--- src/rtl/lfill_pkg.sv ---
package lfill_pkg;
  localparam int NB     = 4;
  localparam int WW     = 32;
  localparam int LINE_W = NB * WW;
  localparam int IDX_W  = $clog2(NB);
  localparam int CNT_W  = IDX_W + 1;

  typedef enum logic [1:0] {
    SRC_NONE  = 2'd0,
    SRC_DMD   = 2'd1,
    SRC_AHEAD = 2'd2
  } src_e;
endpackage

--- src/rtl/lfill_bank_timer.sv ---
module lfill_bank_timer #(
  parameter int CYC_T = 8
) (
  input  logic clk,
  input  logic rst,
  input  logic fire,
  output logic free
);
  localparam int CW = (CYC_T > 2) ? $clog2(CYC_T) : 1;
  localparam logic [CW-1:0] RELOAD = CW'(CYC_T - 1);

  logic [CW-1:0] rest_q;

  always_ff @(posedge clk) begin
    if (rst)                rest_q <= '0;
    else if (fire)          rest_q <= RELOAD;
    else if (rest_q != '0)  rest_q <= rest_q - 1'b1;
  end

  assign free = (rest_q == '0);
endmodule

--- src/rtl/lfill_issue.sv ---
module lfill_issue
  import lfill_pkg::*;
(
  input  logic             dm_on,
  input  logic [CNT_W-1:0] dm_nxt,
  input  logic             la_on,
  input  logic [CNT_W-1:0] la_nxt,
  input  logic [NB-1:0]    bank_free,
  output logic [NB-1:0]    req,
  output src_e             src
);
  logic dm_ok, la_ok;

  always_comb begin
    dm_ok = dm_on && !dm_nxt[IDX_W] && bank_free[dm_nxt[IDX_W-1:0]];
    la_ok = la_on && !la_nxt[IDX_W] && bank_free[la_nxt[IDX_W-1:0]];
    req   = '0;
    src   = SRC_NONE;
    if (dm_ok) begin
      src = SRC_DMD;
      req[dm_nxt[IDX_W-1:0]] = 1'b1;
    end else if (la_ok) begin
      src = SRC_AHEAD;
      req[la_nxt[IDX_W-1:0]] = 1'b1;
    end
  end
endmodule

--- src/rtl/lfill_ctrl.sv ---
module lfill_ctrl
  import lfill_pkg::*;
#(
  parameter int LINE_AW = 26,
  parameter int CYC_T   = 8
) (
  input  logic               clk,
  input  logic               rst,
  input  logic               miss_valid,
  output logic               miss_ready,
  input  logic [LINE_AW-1:0] miss_line,
  output logic [NB-1:0]      bank_req,
  output logic [LINE_AW-1:0] bank_line,
  input  logic [NB-1:0]      bank_rvalid,
  input  logic [LINE_W-1:0]  bank_rdata,
  output logic               fill_done,
  output logic [LINE_W-1:0]  fill_data
);
  localparam logic [CNT_W-1:0] ALL_ISSUED = CNT_W'(NB);
  localparam logic [CNT_W-1:0] LAST_WORD  = CNT_W'(NB - 1);

  // demand context
  logic               dm_on;
  logic [LINE_AW-1:0] dm_line;
  logic [CNT_W-1:0]   dm_nxt, dm_nxt_n;
  logic [NB-1:0]      dm_got, dm_got_n, pend_dm, pend_dm_n;
  logic [LINE_W-1:0]  dm_data, dm_data_n;
  // look-ahead context
  logic               la_on;
  logic [LINE_AW-1:0] la_line;
  logic [CNT_W-1:0]   la_nxt, la_nxt_n;
  logic [NB-1:0]      la_got, la_got_n, pend_la, pend_la_n;
  logic [LINE_W-1:0]  la_data, la_data_n;

  logic [NB-1:0]      bank_free, to_dm, to_la;
  src_e               src;
  logic               accept, hit, complete, la_start;
  logic               done_q;
  logic [LINE_W-1:0]  line_q;

  for (genvar k = 0; k < NB; k++) begin : g_bank
    lfill_bank_timer #(.CYC_T(CYC_T)) u_timer (
      .clk  (clk),
      .rst  (rst),
      .fire (bank_req[k]),
      .free (bank_free[k])
    );
  end

  lfill_issue u_issue (
    .dm_on     (dm_on),
    .dm_nxt    (dm_nxt),
    .la_on     (la_on),
    .la_nxt    (la_nxt),
    .bank_free (bank_free),
    .req       (bank_req),
    .src       (src)
  );

  assign bank_line  = (src == SRC_AHEAD) ? la_line : dm_line;
  assign miss_ready = !dm_on;
  assign accept     = miss_valid && miss_ready;
  assign hit        = la_on && (la_line == miss_line);

  assign to_dm = bank_rvalid & pend_dm;
  assign to_la = bank_rvalid & pend_la;

  always_comb begin
    dm_data_n = dm_data;
    la_data_n = la_data;
    for (int k = 0; k < NB; k++) begin
      if (to_dm[k]) dm_data_n[k*WW +: WW] = bank_rdata[k*WW +: WW];
      if (to_la[k]) la_data_n[k*WW +: WW] = bank_rdata[k*WW +: WW];
    end
  end

  assign dm_got_n  = dm_got | to_dm;
  assign la_got_n  = la_got | to_la;
  assign dm_nxt_n  = dm_nxt + CNT_W'(src == SRC_DMD);
  assign la_nxt_n  = la_nxt + CNT_W'(src == SRC_AHEAD);
  assign pend_dm_n = (pend_dm & ~bank_rvalid) | ((src == SRC_DMD)   ? bank_req : '0);
  assign pend_la_n = (pend_la & ~bank_rvalid) | ((src == SRC_AHEAD) ? bank_req : '0);
  assign complete  = dm_on && (&dm_got_n);
  assign la_start  = ((src == SRC_DMD) && (dm_nxt == LAST_WORD))
                   || (accept && hit && (la_nxt_n == ALL_ISSUED));

  always_ff @(posedge clk) begin
    if (rst) begin
      dm_on   <= 1'b0;
      dm_line <= '0;
      dm_nxt  <= '0;
      dm_got  <= '0;
      pend_dm <= '0;
      la_on   <= 1'b0;
      la_line <= '0;
      la_nxt  <= '0;
      la_got  <= '0;
      pend_la <= '0;
      done_q  <= 1'b0;
    end else begin
      done_q  <= complete;
      dm_on   <= dm_on && !complete;
      dm_nxt  <= dm_nxt_n;
      dm_got  <= dm_got_n;
      pend_dm <= pend_dm_n;
      la_nxt  <= la_nxt_n;
      la_got  <= la_got_n;
      pend_la <= pend_la_n;
      if (accept) begin
        dm_on   <= 1'b1;
        la_on   <= 1'b0;
        pend_la <= '0;
        if (hit) begin
          dm_line <= la_line;
          dm_nxt  <= la_nxt_n;
          dm_got  <= la_got_n;
          pend_dm <= pend_dm_n | pend_la_n;
        end else begin
          dm_line <= miss_line;
          dm_nxt  <= '0;
          dm_got  <= '0;
        end
      end
      if (la_start) begin
        la_on   <= 1'b1;
        la_line <= (accept ? la_line : dm_line) + 1'b1;
        la_nxt  <= '0;
        la_got  <= '0;
        pend_la <= '0;
      end
    end
  end

  always_ff @(posedge clk) begin
    dm_data <= (accept && hit) ? la_data_n : dm_data_n;
    la_data <= la_data_n;
    if (complete) line_q <= dm_data_n;
  end

  assign fill_done = done_q;
  assign fill_data = line_q;
endmodule

--- config.mk ---
export PLATFORM = sky130hd
export DESIGN_NAME = lfill_ctrl
export DESIGN_NICKNAME = d
export VERILOG_FILES = /design/src/rtl/lfill_pkg.sv /design/src/rtl/lfill_bank_timer.sv /design/src/rtl/lfill_issue.sv /design/src/rtl/lfill_ctrl.sv
export SDC_FILE = /design/constraint.sdc
export NUM_CORES = 1
export LEC_CHECK = 0
export BUFFER_PORTS_ARGS = -buffer_cell sky130_fd_sc_hd__buf_2
export CORE_MARGIN = 5
export CORE_UTILIZATION = 30
export CTS_CLUSTER_SIZE = 30
export DETAILED_ROUTE_END_ITERATION = 6
export PLACE_DENSITY = 0.49
export SKIP_CTS_REPAIR_TIMING = 1
export SYNTH_ARGS = -nofsm -noshare
export SYNTH_HDL_FRONTEND = slang
export SYNTH_SLANG_ARGS = --single-unit
--- constraint.sdc ---
create_clock -name clk -period 41.2 [get_ports clk]
set_clock_uncertainty 0.05 [all_clocks]
set_input_delay 2.06 -clock clk [delete_from_list [all_inputs] [get_ports clk]]
set_output_delay 2.06 -clock clk [all_outputs]
set_load 0.01 [all_outputs]
Word level (Yosys, flattened, before mapping) --
Index checks and enable logic that the tools add are counted.
Storage, ports and cells: bits of input ports 161, flip-flop bits (word level) 473
Cells by class: bitwise operators 10, reduce and logical (&&, ||, !) cells 34, eq/ne operators 5, multiplexer cells 43, add/sub/neg operators 7, order comparisons 4
Operators with widths (number):
- $mux W32 | 8
- $mux W128 | 1
- $mux W26 | 3
- $mux W4 | 8
- $mux W3 | 10
- $add A26 B1 Y26 const B | 1
- $eq A26 B26 Y1 | 1
- $or A4 B4 Y4 | 5
- $and A4 B4 Y4 | 4
- $logic_and A1 B1 Y1 | 13
- $logic_not A3 Y1 | 4
- $reduce_bool A3 Y1 | 4
- $sub A3 B1 Y3 const B | 4
- $reduce_bool A2 Y1 | 5
- $mux W1 | 7
- $add A3 B1 Y3 | 2
- $lt A2 B3 Y1 const B | 2
- $bmux W1 S2 | 2
- $demux W1 S2 | 2
- $ge A2 B1 Y1 const B | 2
- $logic_not A1 Y1 | 4
- $mux W2 | 2
- $not A4 Y4 | 1
- $reduce_and A4 Y1 | 1
- 7 further kinds | 7

Longest topological paths before layout --
Gate-level depths: netlist of run 1.
depth in word-level cells 12, gate-level depth with buffers 19, depth with buffers taken out 15

By module --
From an unflattened synthesis of run 1, not the netlist that was laid out.
Second synthesis, totals: cells, all modules 1603, area, all modules 19304.8 um2
Modules (own cells, without submodules):
- lfill_ctrl | area an instance 18423.9 um2, times used 1, sequential area each 10510.1 um2, cells an instance 1509
- lfill_bank_timer | area an instance 168.9 um2, times used 4, sequential area each 60.1 um2, cells an instance 18
- lfill_issue | area an instance 205.2 um2, times used 1, sequential area each 0.0 um2, cells an instance 22

Worst setup path before layout of run 1 --
Ideal clock, no wire load.
path type input to register, start point in bank_rvalid[2], end point reg done_q (netlist: fill_done), stages 6, library setup time 0.128 ns, arrival time 15.853 ns, path buffers 2, slack 25.169 ns, path through and2_1 > clkbuf_1 > clkbuf_1 > o22ai_1 > nor4_1 > and2_1
Between the ends: word-level cells in the longest chain between the ends 4
Ends and longest elaborated chain:
- start, declared | line lfill_ctrl.sv:14 | input logic [NB-1:0] bank_rvalid,
- $and A4 B4 Y4 | line lfill_ctrl.sv:65 | assign to_dm = bank_rvalid & pend_dm;
- $or A4 B4 Y4 | line lfill_ctrl.sv:77 | assign dm_got_n = dm_got | to_dm;
- $reduce_and A4 Y1 | line lfill_ctrl.sv:83 | assign complete = dm_on && (&dm_got_n);
- $logic_and A1 B1 Y1 | line lfill_ctrl.sv:83
- via complete | line lfill_ctrl.sv:37 | logic accept, hit, complete, la_start;
- end signal, assigned | line lfill_ctrl.sv:101 | done_q <= complete;
- end, declared | line lfill_ctrl.sv:38 | logic done_q;
The timed path passes the listed nets, and every way through them passes these cells. A chain may end at the register's enable or synchronous reset.

Worst setup path in the final report of run 1 --
start point reg g_bank[3].u_timer.rest_q[0], end point out bank_req[2]
Between the ends: word-level cells in the longest chain between the ends 6, elaborated cells between the ends (all ways) 9, those cells by class mux (6); reduce/logical (3)
Ends and longest elaborated chain:
- start, declared | line lfill_bank_timer.sv:12 | logic [CW-1:0] rest_q;
- start signal, assigned | line lfill_bank_timer.sv:17 | else if (rest_q != '0) rest_q <= rest_q - 1'b1;
- $logic_not A3 Y1 * | line lfill_bank_timer.sv:20 | assign free = (rest_q == '0);
- $bmux W1 S2 | line lfill_issue.sv:16 | la_ok = la_on && !la_nxt[IDX_W] && bank_free[la_nxt[IDX_W-1:0]];
- $mux W1 (not written as such) | line lfill_issue.sv:16
- $logic_and A1 B1 Y1 | line lfill_issue.sv:16
- $mux W4 | line lfill_issue.sv:22 | end else if (la_ok) begin
- $mux W4 * | line lfill_issue.sv:19 | if (dm_ok) begin
- end, declared | line lfill_ctrl.sv:12 | output logic [NB-1:0] bank_req,
Every way passes the cells marked *; elsewhere a longest branch is shown, timed or not. The select of a mux whose other input is x is not followed.

==> flow_summary.toml, run 1 <==
[logic_synthesis]
synth_area_leaders = "dfxtp_1 36%, mux2_2 24%, edfxtp_1 20%"
synth_top_area_share_pct = 36.07
syn-cell-area_um2 = 19150
synth_edf_count = 128
async_flop_share_pct = 0
ys.warnings.count = 0
ys_ff_latch = 473
synthDistinctLibCells = 71
syn_inst = 1527
synth_nets = 1701
yosys-top-cells-count = "416 x mux2_2, 345 x dfxtp_1, 128 x edfxtp_1"
yosysMostFrequentCell = "mux2_2"
yosysSeqAreaShare_pct = 56.14
yosys.area.top_type = "dfxtp_1"
synth_area_per_cell_um2 = 12.54
synthFlopType = "dfxtp_1"

[timing]
min_period_ns = 5.642
hold_viol = 0
period_share_pct = 13.69
setup_viol = 0
clock.fmax_ghz = 0.1772
setup_tns_ns = 0
rsz0062_at_grt = "false"
maxSlewViolCount = 0
worst_pin_slew_ns = 1.074
timing.slew.headroom_pct = 28.11

[route]
num_vias = 12950
dr.first_iter.drc_count = 647
final_antenna_net_count = 0
drt-vias-per-instance = 4.756
totalWireLength_um = 50560
wl_per_cell_um = 18.56
drt_first_pass_iters = 6
drc = 0

[cts]
cts_tree = "built"
clk_pin_slew_ns = 0.05
cts_made_buffers = 54
cts.sinks = 473
ctsLongestPathBuffers = 3
root_buffer = "clkbuf_16"
clock_latency_ns = 0.59
htreeDepth = 2

[grt]
grt_max_degree = 84
met3_usage_pct = 5.121
overflow = 0
globalRouteMet1Util_pct = 17.08
met2_usage_pct = 23.72
grt_pass1_vias = 13070
gr-max-usage-layer = "met2"
grt_pass1_wl_um = 77700
grt_use_total_pct = 14.00
antenna_found_initial = 15

[die]
coreArea_um2 = 63200
fp.dieArea_um2 = 68980
io_pins = 321
std_cell_rows = 92
initial_core_util_pct = 30.30
fp.dieH_um = 262.6
die_w_um = 262.6

[finish]
post-route-util_pct = 36.95
fin_area_um2 = 23350
fin_nets = 2003
layout.cells.non_filler = 2724
layout-drive-gt1-share_pct = 46.24
syn_to_final_growth_pct = 21.95

[power]
intPower_mw = 0.8811
sw_frac_of_total_pct = 23.00
vdd_drop_max_uv = 31.86
pwr-share-comb_pct = 11.2
p_clk_share_pct = 41.9
powerDensity_nw_per_um2 = 49.01
p_switching_mw = 0.2632
power_leakage_nw = 9.522
p_total_mw = 1.144
pwr-share-seq_pct = 46.9

[worst_setup_path]
end_kind = "output pin"
worstSetupPathType = "flop to output pin"
timing.reg2reg.setup_slack_ns = 35.67
cp.required_ns = 39.09
r2r-end = "la_line[18]"
worstSetupStartpointType = "flop"
worstPathArrival_ns = 3.53
crit_path_end = "bank_req[2]"
reg2reg_from = "g_bank[3].u_timer.rest_q[0]"
ff2ff_path_depth = 15
startpoint = "g_bank[3].u_timer.rest_q[0]"
critPathMaxFanout = 31

[hold_path]
hold_class = "flop to flop"

[placed_design]
port_buffers = 320
place_inst = 2619
dpl_cell_area_um2 = 21550
dp_hpwl_um = 34140
place_congestion = 0.7983

[status]
status = "complete, no violations"

[run]
cap_violations = 0
## worst min-delay path by stage
stage                       from            to  slack (ns)  cells after the start
finish               la_data[86]   la_data[86]        0.41                      1
global route         la_data[86]   la_data[86]        0.42                      1
CTS                  la_data[86]   la_data[86]        0.42                      1
detailed placement  la_data[101]  la_data[101]        0.40                      1
global placement     la_data[37]   la_data[37]        0.40                      1
floorplan             la_data[0]    la_data[0]        0.40                      1
## cells in the final DEF (no fill, tap or decap), drive strengths merged, types with 6 or more instances in the layout
master / netlist / routed
ha: 13 / 13
clkinv: 0 / 14
inv: 21 / 26
nand2b: 11 / 11
a2bb2oi: 7 / 7
and2: 6 / 6
clkbuf: 35 / 74
buf: 57 / 338
a21oi: 92 / 92
mux2: 416 / 416
xnor2: 23 / 23
a31oi: 17 / 17
dfxtp: 345 / 345
nor3b: 11 / 11
edfxtp: 128 / 128
o21ai: 25 / 25
nand2: 126 / 126
o2111ai: 7 / 7
nand3: 24 / 24
a22oi: 6 / 6
nor4: 11 / 11
xor2: 12 / 12
nor2: 29 / 29
nand4: 11 / 11
mux2i: 12 / 12
and3: 12 / 12
nor3: 15 / 15
## flip-flops by register name, summed over array words and instances (netlist names)
register,cells
la_data,128
dm_line,26
pend_dm,4
fill_done,1
la_got,4
dm_on,1
la_nxt,3
la_on,1
dm_nxt,3
g_bank.u_timer.rest_q,12
dm_data,128
pend_la,4
dm_got,4
fill_data,128
la_line,26
## cell type report
cell class	count	area [um2]
sequential	473	10750
multi-input combinational	941	7928
inverter	21	78.83
antenna	5	12.51
timing repair buffer	338	1737
tap	846	1059
clock buffer	74	1476
fill	6197	39840
clock inverter	26	310.3
## power groups by stage
stage	Clock [mW]	Combinational, mW	Sequential, mW
finish	0.479	0.128	0.536
global route	0.518	0.145	0.540
CTS	0.500	0.130	0.537
detailed placement	0	0.130	0.547
global placement	0	0.123	0.544
floorplan	0	0.101	0.542
## kinds of logic (layout without fill, tap and decap cells)
group | after synthesis | after routing | share of synthesized area, %
compound gates | 186 | 186 | 5.874
xor+xnor | 35 | 35 | 1.640
fa+ha+maj | 13 | 13 | 0.8495
buf+inv | 113 | 459 | 2.607
flops | 473 | 473 | 56.14
mux | 430 | 430 | 25.50
other cells | 0 | 5 | 0
simple gates | 277 | 277 | 7.390
## layer usage
metal,vias up,routed length [um]
li1,6184,-
met1,6389,21100
met2,297,24540
met3,72,3896
met4,12,929
met5,-,95
## critical path: stages (launching register included)
cell      delay (ns)
dfxtp_1         0.30
inv_1           0.11
ha_1            0.21
nand2b_1        0.14
mux4_2          0.49
or4b_1          0.46
buf_4           0.28
nor3b_1         0.49
a21oi_1         0.22
inv_1           0.10
buf_2           0.15
## metrics by stage
stage	worst slack, ns	hold WS (ns)
after floorplan	25.17	0.3953
after global placement	35.65	0.3997
after detailed placement	35.55	0.4047
after CTS	35.47	0.4184
after global routing	35.21	0.4240
final	35.56	0.4148
No activity file was read; power rests on OpenSTA's default activity.
==> inputs of run 2 (changes only) <==
==> constraint.sdc (replaced) <==
create_clock -name clk -period 5.45 [get_ports clk]
set_clock_uncertainty 0.05 [all_clocks]
set_input_delay 0.2725 -clock clk [delete_from_list [all_inputs] [get_ports clk]]
set_output_delay 0.2725 -clock clk [all_outputs]
set_load 0.01 [all_outputs]
==> run 2 against run 1 <==
The run now ends with hold timing left; via count rose by 3.8%; sequential power grew to 7.6 times the previous value; clock power increased to 8.0 times the previous value; die area is the same; worst setup slack worse by 34 ns; critical path depth is 5 higher; critical endpoint is now la_line[18].
==> flow_summary.toml, run 2 (same netlist as run 1, synthesis figures left out) <==
[status]
status = "complete, but fails checks"
violations = "hold timing"

[route]
drt-vias-per-instance = 4.675
drt_first_pass_iters = 5
final_antenna_net_count = 0
dr.first_iter.drc_count = 822
wl_per_cell_um = 17.55
totalWireLength_um = 50470
num_vias = 13440
drc = 0

[timing]
hold_viol = 2
setup_tns_ns = 0
clock.fmax_ghz = 0.2321
setup_viol = 0
rsz0062_at_grt = "false"
timing.slew.headroom_pct = 34.31
maxSlewViolCount = 0
worst_pin_slew_ns = 0.9763
hold_ws_ns = -0.02302
min_period_ns = 4.308
period_share_pct = 79.05

[hold_path]
min_to = "pend_la[3]"
hold_depth = 4
worstHoldStart = "bank_rvalid[3]"
hold_class = "primary input to flop"

[power]
p_clk_share_pct = 42.8
sw_frac_of_total_pct = 22.38
vdd_drop_max_uv = 227.5
pwr-share-comb_pct = 12.0
powerDensity_nw_per_um2 = 357.1
pwr-share-seq_pct = 45.2
p_switching_mw = 2.005
power_leakage_nw = 10.25
intPower_mw = 6.953

[finish]
multiInputGateArea_um2 = 7949
layout_common_cells = "416 x mux2_2, 345 x dfxtp_1, 320 x buf_2"
final_common_cell = "mux2_2"
fillers = 6041
fin_nets = 2159
fin_area_um2 = 25090
syn_to_final_growth_pct = 31.01
layout-drive-gt1-share_pct = 43.17
seq_area_um2 = 10750

[die]
std_cell_rows = 92
die_w_um = 262.6
fp.dieArea_um2 = 68980
coreArea_um2 = 63200
initial_core_util_pct = 30.30
io_pins = 321
fp.dieH_um = 262.6

[grt]
antenna_found_initial = 3
grt_use_total_pct = 13.93
grt_pass1_vias = 13460
grt_pass1_wl_um = 77480
grt_max_degree = 80
overflow = 0

[placed_design]
port_buffers = 320
dp_hpwl_um = 33520
dpl_cell_area_um2 = 21630
place_congestion = 0.7926

[worst_setup_path]
timing.reg2reg.setup_slack_ns = 1.14
worstSetupPathType = "flop to flop"
worstSetupStartpointType = "flop"
critPathMaxFanout = 24
worstPathArrival_ns = 4.78
cp.required_ns = 5.92
r2r-end = "la_line[18]"
reg2reg_from = "g_bank[3].u_timer.rest_q[0]"
startpoint = "g_bank[3].u_timer.rest_q[0]"
ff2ff_path_depth = 15
end_kind = "flop"

[cts]
cts.sinks = 473
root_buffer = "clkbuf_16"
ctsLongestPathBuffers = 3
htreeDepth = 2
cts_tree = "built"
clk_pin_slew_ns = 0.06
clock_latency_ns = 0.60
cts_made_buffers = 53

[run]
cap_violations = 0
-- run 2: changes by cell type in the layout (fill, tap and decap cells not counted), moves of 2 or more --
cell,delta
clkbuf_1,-9
diode_2,-3
clkinv_2,-2
bufinv_16,+4
buf_12,+3
dlygate4sd3_1,+155
clkbuf_8,+4
clkinvlp_4,+2
-- run 2: metal layers --
metal / vias up / GRT usage (%) / routed length, um
met5: - / 0 / 0
met4: 0 / 4.763 / 1326
met3: 71 / 3.839 / 3035
met2: 306 / 23.92 / 24540
met1: 6594 / 16.90 / 21560
li1: 6470 / - / -
-- run 2: area by class of cell --
type / instances / area share [%]
clock inverters: 28 / 1.621
diodes: 2 / 0.01995
multi-input cells: 941 / 31.69
repair buffers: 495 / 13.32
inverters: 21 / 0.3142
well taps: 846 / 4.219
clock buffers: 69 / 5.970
flip-flops and latches: 473 / 42.85
-- run 2: critical path, cell delays in order, from the launching register on --
cell and delay, ns:
dfxtp_1 0.30, inv_1 0.10, ha_1 0.20, nand2b_1 0.14, mux4_2 0.52, nor3_2 0.24, or4b_1 0.19, inv_1 0.04
ha_1 0.17, ha_1 0.30, nor4_1 0.51, nor3b_2 0.25, buf_4 0.23, or2_2 0.55, o2111a_1 0.30, a2bb2oi_1 0.14
-- run 2: per-stage QoR --
stage / std cells / worst slack, ns / utilization (%) / total power, mW / hold slack (ns)
finish: 2875 / 1.142 / 39.70 / 8.958 / -0.02302
global route: 2873 / 0.7506 / 39.69 / 9.398 / 0.0007876
CTS: 2718 / 1.082 / 37.23 / 9.038 / -0.1806
detailed placement: 2621 / 1.099 / 34.22 / 5.121 / 0.4046
global placement: 2621 / 1.232 / 34.22 / 5.051 / 0.3999
floorplan: 1527 / -0.01593 / - / 4.865 / 0.3585
-- run 2: how the worst max path moves through the flow --
stage / endpoint / depth (start not counted)
3_5_place_dp: la_line[18] / 15
5_1_grt: la_line[24] / 15
4_1_cts: la_line[18] / 15
2_1_floorplan: fill_data[0] / 5
3_3_place_gp: la_line[18] / 14
6_report: la_line[18] / 15
-- run 2: power groups by stage --
stage | registers [mW] | logic, mW | clock network [mW]
after floorplan | 4.10 | 0.769 | 0
after global placement | 4.11 | 0.938 | 0
after detailed placement | 4.13 | 0.988 | 0
after CTS | 4.06 | 0.993 | 3.99
after global routing | 4.08 | 1.20 | 4.12
final | 4.05 | 1.07 | 3.83
